<file path="config.mk">
export PLATFORM = sky130hd
export DESIGN_NAME = mac_pipe
export DESIGN_NICKNAME = d
export VERILOG_FILES = /design/src/rtl/mac_pipe.sv
export SDC_FILE = /design/constraint.sdc
export NUM_CORES = 2
export LEC_CHECK = 0
export BUFFER_PORTS_ARGS = -buffer_cell sky130_fd_sc_hd__buf_2
export CAP_MARGIN = 20
export CORE_ASPECT_RATIO = 0.5
export CORE_MARGIN = 10
export CORE_UTILIZATION = 40
export CTS_CLUSTER_DIAMETER = 150
export DETAILED_ROUTE_END_ITERATION = 7
export GPL_TIMING_DRIVEN = 0
export HOLD_SLACK_MARGIN = 0.08
export PLACE_DENSITY_LB_ADDON = 0.25
export SLEW_MARGIN = 20
export SYNTH_ARGS = -nofsm -noshare
export SYNTH_HDL_FRONTEND = slang
export SYNTH_SLANG_ARGS = --single-unit
</file>
<file path="constraint.sdc">
create_clock -name clk -period 12.7 [get_ports clk]
set_input_delay 2.54 -clock clk [delete_from_list [all_inputs] [get_ports clk]]
set_output_delay 2.54 -clock clk [all_outputs]
set_load 0.02 [all_outputs]
</file>
<file path="src/rtl/mac_pipe.sv">
`timescale 1ns/1ps
module mac_pipe #(
  parameter int W = 32
) (
  input  logic         clk,
  input  logic         rst_n,
  input  logic         op_valid,
  output logic         op_ready,
  input  logic         op_long,
  input  logic         op_sub,
  input  logic [1:0]   op_shift,
  input  logic [3:0]   op_mode,
  input  logic [W-1:0] op_x,
  input  logic [W-1:0] op_y,
  input  logic         op_x_hi,
  input  logic         op_y_hi,
  input  logic         acc_wr,
  input  logic [W-1:0] acc_wdata,
  input  logic         rd_req,
  output logic         rd_valid,
  output logic [W-1:0] rd_data,
  output logic         flag_n,
  output logic         flag_z,
  output logic         flag_v
);
  localparam int H  = W / 2;
  localparam int PW = 2 * W;
  localparam int MW = 2 * H + 2;

  function automatic logic [H:0] ext(input logic [H-1:0] h, input logic sx);
    return {sx & h[H-1], h};
  endfunction

  logic [1:0]   rem, pidx;
  logic [W-1:0] hx, hy;
  logic         s1_v, s1_first, s1_last;
  logic [H:0]   s1_a, s1_b;
  logic [1:0]   s1_sh;
  logic [7:0]   s1_c;
  logic         s2_v;
  logic [PW-1:0] s2_sum;
  logic [7:0]   s2_c;
  logic [W-1:0] acc;

  wire accept = op_valid & op_ready;
  wire sx_new = ~op_mode[1];
  wire sx_cur = ~s1_c[1];
  assign op_ready = (rem == 2'd0);

  always_ff @(posedge clk) begin
    if (!rst_n) begin
      s1_v <= 1'b0; s1_first <= 1'b0; s1_last <= 1'b0;
      s1_a <= '0; s1_b <= '0; s1_sh <= '0; s1_c <= '0;
      rem <= '0; pidx <= '0; hx <= '0; hy <= '0;
    end else if (accept) begin
      s1_v <= 1'b1;
      s1_first <= 1'b1;
      s1_sh <= 2'd0;
      s1_c <= {op_long, op_sub, op_shift, op_mode};
      if (op_long) begin
        s1_a <= ext(op_x[H-1:0], 1'b0);
        s1_b <= ext(op_y[H-1:0], 1'b0);
        s1_last <= 1'b0;
        rem <= op_mode[2] ? 2'd3 : 2'd2;
        pidx <= 2'd1;
        hx <= op_x;
        hy <= op_y;
      end else begin
        s1_a <= ext(op_x_hi ? op_x[W-1:H] : op_x[H-1:0], sx_new);
        s1_b <= ext(op_y_hi ? op_y[W-1:H] : op_y[H-1:0], sx_new);
        s1_last <= 1'b1;
      end
    end else if (rem != 2'd0) begin
      s1_v <= 1'b1;
      s1_first <= 1'b0;
      s1_last <= (rem == 2'd1);
      rem <= rem - 2'd1;
      pidx <= pidx + 2'd1;
      case (pidx)
        2'd1: begin
          s1_a <= ext(hx[H-1:0], 1'b0);
          s1_b <= ext(hy[W-1:H], sx_cur);
          s1_sh <= 2'd1;
        end
        2'd2: begin
          s1_a <= ext(hx[W-1:H], sx_cur);
          s1_b <= ext(hy[H-1:0], 1'b0);
          s1_sh <= 2'd1;
        end
        default: begin
          s1_a <= ext(hx[W-1:H], sx_cur);
          s1_b <= ext(hy[W-1:H], sx_cur);
          s1_sh <= 2'd2;
        end
      endcase
    end else begin
      s1_v <= 1'b0;
    end
  end

  wire signed [MW-1:0] mul = $signed(s1_a) * $signed(s1_b);
  wire [PW-1:0] mul_x = {{(PW-MW){mul[MW-1]}}, mul};
  wire [PW-1:0] pp = (s1_sh == 2'd0) ? mul_x :
                     (s1_sh == 2'd1) ? (mul_x << H) : (mul_x << W);

  always_ff @(posedge clk) begin
    if (!rst_n) begin
      s2_v <= 1'b0; s2_sum <= '0; s2_c <= '0;
    end else begin
      s2_v <= s1_v & s1_last;
      if (s1_v) begin
        s2_sum <= s1_first ? pp : s2_sum + pp;
        s2_c <= s1_c;
      end
    end
  end

  wire       lng  = s2_c[7];
  wire       sub  = s2_c[6];
  wire [1:0] sh   = s2_c[5:4];
  wire       rnd  = s2_c[3];
  wire       frac = s2_c[2];
  wire       uns  = s2_c[1];
  wire       sat  = s2_c[0];

  wire [PW-1:0] fl = s2_sum << 1;
  wire rinc = rnd & fl[W-1] & ((|fl[W-2:0]) | fl[W]);

  logic [W-1:0] base, pv, satv, res;
  logic [W+1:0] ax, px, sum;
  logic         ovf;

  always_comb begin
    if (lng & frac)  base = fl[PW-1:W] + W'(rinc);
    else if (frac)   base = {s2_sum[W-2:0], 1'b0};
    else             base = s2_sum[W-1:0];
    case (sh)
      2'd1:    pv = base << 1;
      2'd2:    pv = {~uns & base[W-1], base[W-1:1]};
      default: pv = base;
    endcase
    ax  = {{2{~uns & acc[W-1]}}, acc};
    px  = {{2{~uns & pv[W-1]}}, pv};
    sum = sub ? ax - px : ax + px;
    if (uns) ovf = (sum[W+1:W] != 2'b00);
    else     ovf = (sum[W+1:W-1] != 3'b000) && (sum[W+1:W-1] != 3'b111);
    if (uns) satv = sum[W+1] ? '0 : '1;
    else     satv = sum[W+1] ? {1'b1, {(W-1){1'b0}}} : {1'b0, {(W-1){1'b1}}};
    res = (ovf & sat) ? satv : sum[W-1:0];
  end

  always_ff @(posedge clk) begin
    if (!rst_n) begin
      acc <= '0; flag_n <= 1'b0; flag_z <= 1'b0; flag_v <= 1'b0;
    end else if (acc_wr) begin
      acc <= acc_wdata;
      flag_n <= 1'b0; flag_z <= 1'b0; flag_v <= 1'b0;
    end else if (s2_v) begin
      acc <= res;
      flag_n <= res[W-1];
      flag_z <= (res == '0);
      flag_v <= flag_v | ovf;
    end
  end

  assign rd_data  = acc;
  assign rd_valid = rd_req & ~s1_v & ~s2_v;


  long_int_busy_chk: assert property (@(posedge clk) disable iff (!rst_n)
    accept && op_long && !op_mode[2] |=> !op_ready ##1 !op_ready ##1 op_ready);

  long_frac_busy_chk: assert property (@(posedge clk) disable iff (!rst_n)
    accept && op_long && op_mode[2] |=> !op_ready ##1 !op_ready ##1 !op_ready ##1 op_ready);

  word_issue_chk: assert property (@(posedge clk) disable iff (!rst_n)
    accept && !op_long |=> op_ready);

  sat_clamp_chk: assert property (@(posedge clk) disable iff (!rst_n)
    s2_v && !acc_wr && sat && ovf |=>
      (rd_data == 32'h7FFFFFFF || rd_data == 32'h80000000 ||
       rd_data == 32'h00000000 || rd_data == 32'hFFFFFFFF));

  v_sticky_chk: assert property (@(posedge clk) disable iff (!rst_n)
    flag_v && !acc_wr |=> flag_v);

  z_match_chk: assert property (@(posedge clk) disable iff (!rst_n)
    s2_v && !acc_wr |=> flag_z == (rd_data == '0));

  acc_load_chk: assert property (@(posedge clk) disable iff (!rst_n)
    acc_wr |=> rd_data == $past(acc_wdata) && !flag_n && !flag_z && !flag_v);

  rd_block_chk: assert property (@(posedge clk) disable iff (!rst_n)
    accept |=> !rd_valid);
endmodule

</file>
# Word-level counts from Yosys, hierarchy flattened
# Index checks and enable logic that the tools add are counted.
classes:
  n_reduce_logical: 15
  mux: 39
  order_cmp: 0
  n_mul: 1
  n_shift: 0
  bitwise_logic: 23
  n_div: 0
  addsub: 6
  n_eq_ne: 8
op_table:
  columns: ["operator", "count"]
  rows:
  - ["2-to-1 mux 32 bit", 8]
  - ["2-to-1 mux 64 bit", 3]
  - ["2-to-1 mux 17 bit", 8]
  - ["adder 64 bit", 1]
  - ["case mux 32 bit (2 select lines)", 1]
  - ["adder 33 x 33 -> 34 bit", 1]
  - ["multiplier 17 x 17 -> 34 bit", 1]
  - ["2-to-1 mux 34 bit", 1]
  - ["subtractor 33 x 33 -> 34 bit", 1]
  - ["adder 32 x 1 -> 32 bit", 1]
  - ["logical NOT 32 bit", 1]
  - ["2-to-1 mux 16 bit", 2]
  - ["OR reduction 30 bit", 1]
  - ["bitwise AND 1 bit", 15]
  - ["2-to-1 mux 2 bit", 7]
  - ["2-to-1 mux 1 bit", 9]
  - ["equality test 2 x 1 -> 1 bit, second input constant", 4]
  - ["nonzero test 2 bit", 4]
  - ["NOT 1 bit", 6]
  - ["OR reduction 2 bit", 3]
  - ["equality test 2 bit, second input constant", 2]
  - ["logical NOT 2 bit", 2]
  - ["AND reduction 2 bit", 2]
  - ["inequality test 3 bit, second input constant", 1]
  - ["other kinds (6)", 7]
word_totals:
  mem_count: 0
  out_inout_bits: 37
  register_bits: 223
  in_bits: 111
  mem_bits_ro: 0
  mem_bits_rw: 0
  wordCells: 110
  latchBits: 0

# Logic depth before layout (Yosys ltp)
depth:
  depth_word: 17
  mapped_depth: 44
  mapped_depth_nobuf: 41

# Least setup slack after synthesis
# No wires, ideal clock.
synth_timing:
  kind: "register to register"
  startpoint: "register s1_a[16]"
  endpoint: "register s2_sum[61]"
  t_arrival_ns: 9.351
  path_stages_with_launch: 42
  setup_ns: 0.118
  required_time_ns: 12.582
  synth_period_minus_slack_ns: 9.468
  slack_ns: 3.232
  path_buffers: 3
  cell_sequence: "dfxtp_1 clkbuf_1 clkbuf_1 nand2_1 inv_1 fa_1 inv_1 fa_1 fa_1 inv_1 fa_1 fa_1 inv_1 fa_1 inv_1 ha_1 a21o_1 a21o_1 [... 6 more ...] mux2i_1 clkbuf_1 a21oi_1 o21ai_0 ha_1 and3_1 a211o_1 a21o_1 a21oi_1 o21bai_1 a41oi_1 o21ai_0 a21oi_1 o31ai_1 a221o_1 a21oi_1 mux2i_1 nor2_1"
synth_between:
  elab_chain_cells: 5
synth_lines:
  columns: ["element", "line_no", "rtl"]
  rows:
  - ["start: declaration", "37", "logic [H:0] s1_a, s1_b;"]
  - ["start signal: assignment", "61", "s1_a <= ext(op_x[H-1:0], 1'b0);"]
  - ["start signal: assignment", "69", "s1_a <= ext(op_x_hi ? op_x[W-1:H] : op_x[H-1:0], sx_new);"]
  - ["start signal: assignment", "81", "s1_a <= ext(hx[H-1:0], 1'b0);"]
  - ["multiplier 17 x 17 -> 34 bit (*)", "101", "wire signed [MW-1:0] mul = $signed(s1_a) * $signed(s1_b);"]
  - ["2-to-1 mux 64 bit", "104", "(s1_sh == 2'd1) ? (mul_x << H) : (mul_x << W);"]
  - ["2-to-1 mux 64 bit (*)", "103", "wire [PW-1:0] pp = (s1_sh == 2'd0) ? mul_x :"]
  - ["adder 64 bit", "112", "s2_sum <= s1_first ? pp : s2_sum + pp;"]
  - ["2-to-1 mux 64 bit (*)", "112", null]
  - ["end signal: assignment", "112", null]
  - ["end: declaration", "41", "logic [PW-1:0] s2_sum;"]
# Mark *: on every way between the ends. The rest lies on a longest branch, timed or not.
# A chain may end at the register's enable or synchronous reset.

# Worst setup path after layout
layout_timing:
  startpoint: "register s1_a[16]"
  endpoint: "register s2_sum[62]"
# Same word-level chain as after synthesis.

==> flow_metrics.tcl <==
set metrics [dict create \
    holdPathStages 2 \
    synth.yosys.seq_area_share 0.154 \
    final-max-slew-violation-count 0 \
    h-tree-depth 1 \
    synth_async_sr_flop_share 0 \
    netlist_top_cells_area "sky130_fd_sc_hd__fa_1 21%, sky130_fd_sc_hd__dfxtp_1 15%, sky130_fd_sc_hd__ha_1 8.3%" \
    ctsLongestPathBuffers 3 \
    flow.area_growth_from_synthesis_pct 9.88 \
    io_buffer_count 146 \
    timing.critical_path.slowest_stage_cell "sky130_fd_sc_hd__o21ai_0" \
    dieWidth_um 400 \
    gr-usage-all-layers 0.231 \
    placement_rows 69 \
    timing.max_slew.rel_slack 0.332 \
    post_drt_via_cell_ratio 5.67 \
    synth-edff-count 0 \
    cts_hold_buffers 0 \
    ys.flop_type "sky130_fd_sc_hd__dfxtp_1" \
    critPathMaxFanout 10 \
    dr_pass1_iterations 6 \
    critPathMostFrequentCell "sky130_fd_sc_hd__a21oi_1" \
    post_synthesis_cell_area_sq_um 28900 \
    setup_cp_type "flop to flop" \
    dp_hpwl_um 83700 \
    drc_errors 0 \
    critical_path.reg2reg.endpoint "s2_sum[62]" \
    dr.first_iter.drc_count 2628 \
    initial_core_util 0.406 \
    post-cts-setup-buffer-count 0 \
    fin_setup_tns_ns 0 \
    antenna_found_initial 0 \
    worst_r2r_startpoint "s1_a[16]" \
    drv.max_cap_violation_count 0 \
    fp.coreArea_sq_um 71300 \
    rsz0062_at_grt "no" \
    clk_pin_slew_worst_setup_hold_paths_ns 0.07 \
    post-synth-top-area-fraction 0.206 \
    grt_pass1_wl_um 156000 \
    max_slew.worst_pin.slew_ns 0.998 \
    post_route_minimum_period_ns 11.99 \
    fp.dieArea_sq_um 84100 \
    hold_path.startpoint "hy[25]" \
    route.vias.total 27386 \
    synth_cell_types 83 \
    period_share 0.944 \
    drt_wl_total_um 101000 \
    die_y_um 210 \
    insertedDiodeCount 0 \
    drt.antenna.violating_nets 0 \
    worstPathArrival_ns 12.42 \
    cp-start-kind "flop" \
    synth_seq_cells 222 \
    rr_worst_depth 41 \
    hold_path_class "flop to flop" \
    postSynthNetCount 4288 \
    cts_resized 0 \
    cts_tree "built" \
    clk_latency_ns 0.58 \
    critical_path.max_stage_delay_ns 0.64 \
    routabilityCongestion 0.986 \
    end_kind "flop" \
    clock-sinks 222 \
    rrSetupSlack_ns 0.71 \
    numCtsBuffers 24 \
    yosysWarningCount 0 \
    fin_nets 4460 \
    fmax_mhz 83.4 \
    post_synth.cell_area_avg_sq_um 7.85 \
    final.setup_skew_ns 0.0221 \
    post_route_cells_drive_above_1_share 0.0593 \
    finalHoldViolations 0 \
    cp.required_ns 13.13 \
    worst_hold_path.endpoint "hy[25]" \
    detail_route.wl_per_cell_um 20.9 \
    synth_largest_area_cell "sky130_fd_sc_hd__fa_1" \
    grt.overflow.total 0 \
    synth_cells 3687 \
    cts.root.buffer_cell "sky130_fd_sc_hd__clkbuf_16" \
    run_status "finished clean" \
    grt_start_max_net_pins 15 \
    final_number_of_setup_violating_endpoints 0 \
    pin_count 148 \
    via_count_of_the_first_global_routing_pass 26704 \
]
## cell usage in the layout, fill, tap and decap left out, types with 14 or more instances in the layout
master / n
sky130_fd_sc_hd__and3_1: 23
sky130_fd_sc_hd__nor2b_1: 58
sky130_fd_sc_hd__nand2_1: 517
sky130_fd_sc_hd__inv_1: 379
sky130_fd_sc_hd__nand4_1: 27
sky130_fd_sc_hd__nor4_1: 23
sky130_fd_sc_hd__o21a_1: 14
sky130_fd_sc_hd__xnor2_1: 91
sky130_fd_sc_hd__o21bai_1: 14
sky130_fd_sc_hd__o211ai_1: 16
sky130_fd_sc_hd__ha_1: 192
sky130_fd_sc_hd__fa_1: 298
sky130_fd_sc_hd__nor2_1: 195
sky130_fd_sc_hd__a21oi_1: 296
sky130_fd_sc_hd__o221ai_1: 24
sky130_fd_sc_hd__xor2_1: 83
sky130_fd_sc_hd__mux2i_1: 55
sky130_fd_sc_hd__nand3_1: 38
sky130_fd_sc_hd__o22ai_1: 30
sky130_fd_sc_hd__clkbuf_16: 24
sky130_fd_sc_hd__clkbuf_1: 196
sky130_fd_sc_hd__buf_2: 147
sky130_fd_sc_hd__a221o_1: 19
sky130_fd_sc_hd__a211oi_1: 95
sky130_fd_sc_hd__o21ai_1: 22
sky130_fd_sc_hd__and2_1: 169
sky130_fd_sc_hd__or3_1: 17
sky130_fd_sc_hd__dfxtp_1: 222
sky130_fd_sc_hd__nand2b_1: 28
sky130_fd_sc_hd__o21ai_0: 208
sky130_fd_sc_hd__a31oi_1: 38
sky130_fd_sc_hd__nor3_1: 30
sky130_fd_sc_hd__a21o_1: 89
## layer usage
metal  GRT usage  vias to the layer above  wire, um
met1       0.319                    13336     45900
met3      0.0296                      160      6660
met5           0                        -         0
met2       0.378                     1017     45500
met4      0.0661                        0      3200
li1            -                    12873         -
## cell usage after synthesis, types with 38 or more instances
cell                       instances
sky130_fd_sc_hd__a211oi_1         95
sky130_fd_sc_hd__dfxtp_1         222
sky130_fd_sc_hd__a31oi_1          38
sky130_fd_sc_hd__a21o_1           89
sky130_fd_sc_hd__nand3_1          38
sky130_fd_sc_hd__clkbuf_1        195
sky130_fd_sc_hd__xor2_1           83
sky130_fd_sc_hd__nand2_1         517
sky130_fd_sc_hd__mux2i_1          55
sky130_fd_sc_hd__and2_1          169
sky130_fd_sc_hd__ha_1            192
sky130_fd_sc_hd__fa_1            298
sky130_fd_sc_hd__xnor2_1          91
sky130_fd_sc_hd__o21ai_0         208
sky130_fd_sc_hd__a21oi_1         296
sky130_fd_sc_hd__nor2_1          195
sky130_fd_sc_hd__nor2b_1          58
sky130_fd_sc_hd__inv_1           379
## sequential cells by signal, indices dropped and copies added, names as in the netlist, 2 cells and up
signal,cells
s1_sh,2
rem,2
s2_c,8
hy,32
s1_b,17
s2_sum,63
rd_data,32
s1_c,8
pidx,2
hx,32
s1_a,17
## worst max-delay path, delay by kind of cell (launching register included)
family                   cells  cell delay, ns
AND/OR/NAND/NOR              4            0.56
multiplexers                 2            0.81
AO/OA/AOI/OAI               19            4.71
flip-flops                   1            0.31
buffers and inverters        8            1.82
adder cells (fa/ha/maj)      8            3.62
## how the worst max path moves through the flow
stage | start | to | cells past startpoint
after floorplan | s1_a[16] | s2_sum[61] | 41
after global placement | s1_a[16] | s2_sum[62] | 40
after detailed placement | s1_a[16] | s2_sum[62] | 41
after CTS | s1_a[16] | s2_sum[62] | 41
after global routing | s1_a[16] | s2_sum[62] | 40
final | s1_a[16] | s2_sum[62] | 41
## stage by stage
stage          cells  setup slack (ns)  instance area [sq um]  hold WS, ns   util
5_1_grt         4834             0.198                  31800        0.468  0.446
3_5_place_dp    4791             0.887                  30900        0.443  0.433
6_report        4834             0.713                  31800        0.449  0.446
4_1_cts         4834             0.844                  31800        0.451  0.446
3_3_place_gp    4791             0.961                  30900        0.440  0.433
2_1_floorplan   3687              3.23                  28900        0.432      -
## kinds of logic (layout without fill, tap and decap cells)
kind of cell	Yosys count	in the layout	synth area share
AOI/OAI and AO/OA	972	972	0.212
xor gates and xnor gates	175	175	0.0532
adders and majority gates	490	490	0.289
buffers and inverters	599	788	0.0791
DFF	222	222	0.154
muxes	60	60	0.0210
and+or+nand+nor	1169	1169	0.192
## layout make-up
cell class | instances | area, sq um
multi-input cells | 2866 | 22200
repair buffers | 146 | 731
plain buffers | 215 | 847
fillers | 7267 | 39500
clock inverters | 15 | 283
clock buffers | 28 | 646
well taps | 958 | 1200
inverters | 384 | 1440
flip-flops and latches | 222 | 4440
Power is left out: the tool's default activity adds up to more than one toggle a clock period on the data nets, which glitch-free logic cannot reach.
